### src/rtl/costas_lock_power_det.sv
module costas_lock_power_det #(
  parameter int W      = 16,
  parameter int SHIFT  = 15,
  parameter int COEF   = 31814,
  parameter int THRESH = 9950,
  parameter int OUT_W  = 16
) (
  input  logic                    clk,
  input  logic                    rst_n,
  input  logic                    in_valid,
  input  logic signed [W-1:0]     arm_i,
  input  logic signed [W-1:0]     arm_q,
  output logic signed [OUT_W-1:0] lock_det,
  output logic signed [OUT_W-1:0] power_det,
  output logic                    lock_flag
);

  localparam int SW  = 2*W - SHIFT + 1;
  localparam int PW  = SW + SHIFT + 2;
  localparam logic signed [PW-1:0] ALPHA = PW'((1 << SHIFT) - COEF);
  localparam logic signed [SW:0] MAXV = (SW+1)'((1 << (OUT_W-1)) - 1);
  localparam logic signed [SW:0] MINV = -MAXV - 1;

  logic signed [2*W-1:0] sq_i, sq_q;
  logic signed [SW-1:0]  x_i, x_q, y_i, y_q, yn_i, yn_q;
  logic signed [SW:0]    d_i, d_q;
  logic signed [PW-1:0]  p_i, p_q, s_i, s_q;
  logic signed [OUT_W-1:0] lock_next;

  function automatic logic signed [OUT_W-1:0] sat(input logic signed [SW:0] v);
    if (v > MAXV)      return MAXV[OUT_W-1:0];
    else if (v < MINV) return MINV[OUT_W-1:0];
    else               return v[OUT_W-1:0];
  endfunction

  assign sq_i = arm_i * arm_i;
  assign sq_q = arm_q * arm_q;
  assign x_i  = {1'b0, sq_i[2*W-1:SHIFT]};
  assign x_q  = {1'b0, sq_q[2*W-1:SHIFT]};

  assign d_i  = {x_i[SW-1], x_i} - {y_i[SW-1], y_i};
  assign d_q  = {x_q[SW-1], x_q} - {y_q[SW-1], y_q};
  assign p_i  = {{(PW-SW-1){d_i[SW]}}, d_i} * ALPHA;
  assign p_q  = {{(PW-SW-1){d_q[SW]}}, d_q} * ALPHA;
  assign s_i  = p_i >>> SHIFT;
  assign s_q  = p_q >>> SHIFT;
  assign yn_i = y_i + s_i[SW-1:0];
  assign yn_q = y_q + s_q[SW-1:0];

  assign lock_next = sat({yn_i[SW-1], yn_i} - {yn_q[SW-1], yn_q});
  assign lock_det  = sat({y_i[SW-1], y_i} - {y_q[SW-1], y_q});
  assign power_det = sat({y_i[SW-1], y_i} + {y_q[SW-1], y_q});

  always_ff @(posedge clk or negedge rst_n) begin
    if (!rst_n) begin
      y_i       <= '0;
      y_q       <= '0;
      lock_flag <= 1'b0;
    end else if (in_valid) begin
      y_i       <= yn_i;
      y_q       <= yn_q;
      lock_flag <= (lock_next >= THRESH);
    end
  end

  assert_hold_R3: assert property (@(posedge clk) disable iff (!rst_n)
    !in_valid |=> ($stable(lock_det) && $stable(power_det) && $stable(lock_flag)));

  assert_flag_match_R7: assert property (@(posedge clk) disable iff (!rst_n)
    in_valid |=> (lock_flag == (lock_det >= THRESH)));

  assert_state_nonneg_R4: assert property (@(posedge clk) disable iff (!rst_n)
    !y_i[SW-1] && !y_q[SW-1]);

  assert_lock_le_power_R5: assert property (@(posedge clk) disable iff (!rst_n)
    lock_det <= power_det);

  assert_power_nonneg_R6: assert property (@(posedge clk) disable iff (!rst_n)
    power_det >= 0);

endmodule

### config.mk
export PLATFORM = sky130hd
export DESIGN_NAME = costas_lock_power_det
export DESIGN_NICKNAME = d
export VERILOG_FILES = /design/src/rtl/costas_lock_power_det.sv
export SDC_FILE = /design/constraint.sdc
export NUM_CORES = 2
export LEC_CHECK = 0
export BUFFER_PORTS_ARGS = -buffer_cell sky130_fd_sc_hd__buf_2
export CORE_ASPECT_RATIO = 0.5
export CORE_UTILIZATION = 45
export DETAILED_ROUTE_END_ITERATION = 16
export GPL_ROUTABILITY_DRIVEN = 0
export RECOVER_POWER = 50
export SLEW_MARGIN = 20
export SYNTH_ARGS = -nofsm -noshare
export SYNTH_HDL_FRONTEND = slang
export SYNTH_SLANG_ARGS = --single-unit
export TNS_END_PERCENT = 100
### constraint.sdc
create_clock -name clk -period 17.68 [get_ports clk]
set_clock_uncertainty 0.2 [all_clocks]
set_input_delay 3.536 -clock clk [delete_from_list [all_inputs] [get_ports clk]]
set_output_delay 3.536 -clock clk [all_outputs]
set_load 0.01 [all_outputs]
==> results.md <==
* Hold Crit Depth at 2
* Fillers at 6531
* Hold WS at 0.434 ns
* Share of layout cells above drive strength 1 at 18.4%
* F_max at 56.5 MHz
* Result of the run: finished, violations left
* Cts hold-fix bufs at 0
* Origin of the critical flop-to-flop path: y_i[1]
* P&R area growth vs syn at 19.4%
* Final WL at 77200 µm
* Skew-Pair Late Insertion Delay at 0.29 ns
* CTS tree: done
* Die Height at 190 µm
* Placed cell area at 37400 µm²
* Ys flop type: dfrtp_1
* Area of the multi-input gates at 27300 µm²
* Critical Path AT at 17.70 ns
* Number of synthesis warnings at 0
* Syn nets at 4740
* Crit start category: input pin
* Residual DRC count at 0
* Crit. End Element: flip-flop
* Hpwl dp at 69400 µm
* Register area share after synthesis at 2.90%
* Detailed router's first-iteration violation count at 1190
* Port Buffer Count at 67
* Req. time, crit path at 17.69 ns
* Hold WC Path Type: reg2reg
* Per-cell routed wire length at 15.0 µm
* First-pass GRT wire length at 134000 µm
* Critical-path top delay cell: fa_1
* Worst rel slew slack at -52.4%
* Post-synth EDFFs at 0
* Most common cell on crit path: fa_1
* Vias in the first global route at 27200
* Max Slew Vio Count at 70
* Post-route setup slack at -0.0138 ns
* RSZ-0062 raised after global routing: yes
* Antenna cells at 0
* Chip width at 379 µm
* Setup CP Type: in2reg
* Final min period at 17.69 ns
* Clk root buf: clkbuf_16
* Netlist cell types at 84
* Commonest cells post-synth: 1039 x inv_1, 632 x fa_1, 436 x ha_1, 230 x nand2_1, 177 x nor2_1
* Measured slew at the worst slew-check pin at 2.29 ns
* Max incr delay on CP at 0.53 ns
* IO Count at 68
* Hold Path Origin: y_q[14]
* Sink of the worst hold path: y_q[14]
* Area leader, netlist: fa_1
* TritonCTS Buffers at 5
* Core box area at 69600 µm²
* First-pass DRT Iterations at 8
* Yosys top cell area share at 39.6%
* Post-DRT Antenna Nets at 0
* Count leader, synth: inv_1
* Initial Util at 45.9%
* Total track usage at 23.0%
* Final period util at 100%
* Final setup viols at 1
* Max Cap Viol at 3
* Violations in the final reports: max-capacitance violations, max-slew violations, negative setup slack
* Register area at 926 µm²
* Largest net degree at the start of global routing at 59
* Initial antenna violation count at 1
* Total gr overflow at 0
* Clock slew at reported path FFs at 0.06 ns
* CTS sink count at 37
* Synth Cell Area at 32000 µm²
* Clock Tree Buf Depth at 2
* Max H-tree Level at 2
* Yosys reg bits at 37
* CP max FO at 9
* Final instance area at 38200 µm²
* R2r endpoint: lock_flag
* Final Hold Vio Count at 0
* # rows at 68
* Synth area leaders: fa_1 40%, ha_1 17%, inv_1 12%, xnor2_1 4.0%, dfrtp_1 2.9%
* Die Area at 72200 µm²
* Vias/cell at 4.89
* Async SR Flop Fraction at 100%
* Total number of vias at 25200
* Mapped Cells at 3637
* Final core utilization at 54.8%
* Avg Cell Area, Syn at 8.79 µm²
* Largest delay share family, worst path: adder cells
* Worst path bufs/invs at 10
* R2R depth at 44
* Final Net Count at 5317
* Reg2Reg Setup Slack at 7.44 ns
==> state kept, by name, indices dropped and copies added (netlist names) <==
signal,count
y_q,18
y_i,18
lock_flag,1
==> layer usage <==
metal	up-vias	GRT usage, %	share of wire, %
met5	-	0	0.010
met4	2	3.47	1.6
met3	77	1.68	3.9
met2	422	38.9	48
met1	12400	32.8	47
li1	12300	-	-
==> how the worst max path moves through the flow <==
stage	start	depth (start not counted)	end	slack [ns]
floorplan	arm_i[9]	65	lock_flag	0.01
global placement	arm_q[2]	68	lock_flag	-0.71
detailed placement	arm_i[9]	63	lock_flag	-0.98
CTS	arm_q[1]	61	lock_flag	0.0006
global route	arm_i[2]	66	lock_flag	-0.82
finish	arm_i[5]	63	lock_flag	-0.01
==> area by class of cell <==
class	count	share of cell area [%]
clock buffers	6	0.338
inverters	1041	10.2
clock inverters	2	0.0262
well taps	945	3.10
multi-input cells	2487	71.6
repair buffers	642	12.3
flip-flops and latches	37	2.43
==> what timing repair did <==
action | 4_1_cts | 5_1_grt
pin swaps | 67 | 18
gates cloned | 0 | 0
buffers inserted | 14 | 3
hold endpoints to repair | 0 | 0
endpoints found under the setup margin | 1 | 1
gates resized for setup | 93 | 16
==> placed cells by master, fill, tap and decap left out, types with 28 or more instances in the layout <==
cell type,instances
inv_1,1037
fa_1,629
buf_4,566
ha_1,431
nand2_1,229
nor2_1,170
xnor2_1,133
and2_1,92
a21oi_1,90
o21ai_0,85
a21o_1,57
buf_2,54
nor3_1,48
xor2_1,43
o21a_1,37
dfrtp_1,37
nand2b_1,34
nor2b_1,29
nand3_1,28
==> worst register-to-register path, delay by kind of cell (launching register included) <==
family	cells	cell delay, ns
AND/OR/NAND/NOR	9	1.78
AO/OA/AOI/OAI	21	3.87
XOR/XNOR	2	0.28
flip-flops	1	0.48
buffers and inverters	4	0.54
adder cells (fa/ha/maj)	8	2.99
==> stage by stage <==
step	worst slack, ns	cells	setup TNS [ns]
2_1_floorplan	0.00960	3637	0
3_3_place_gp	-0.708	5135	-0.708
3_5_place_dp	-0.981	5135	-0.981
4_1_cts	0.000618	5157	0
5_1_grt	-0.823	5160	-0.823
6_report	-0.0138	5160	-0.0138
==> logic make-up (layout without fill, tap and decap cells) <==
group,after synthesis,count (layout),synth area share [%]
XOR/XNOR,199,199,5.61
multiplexers,23,23,0.759
AO/OA/AOI/OAI,470,470,10.0
buffers and inverters,1113,1691,13.1
flip-flops,37,37,2.90
AND/OR/NAND/NOR,719,719,10.7
adder cells (fa/ha/maj),1076,1076,56.9
Power is not shown: default switching activity piles up to over one toggle a cycle in this logic, so the estimate is an artifact.
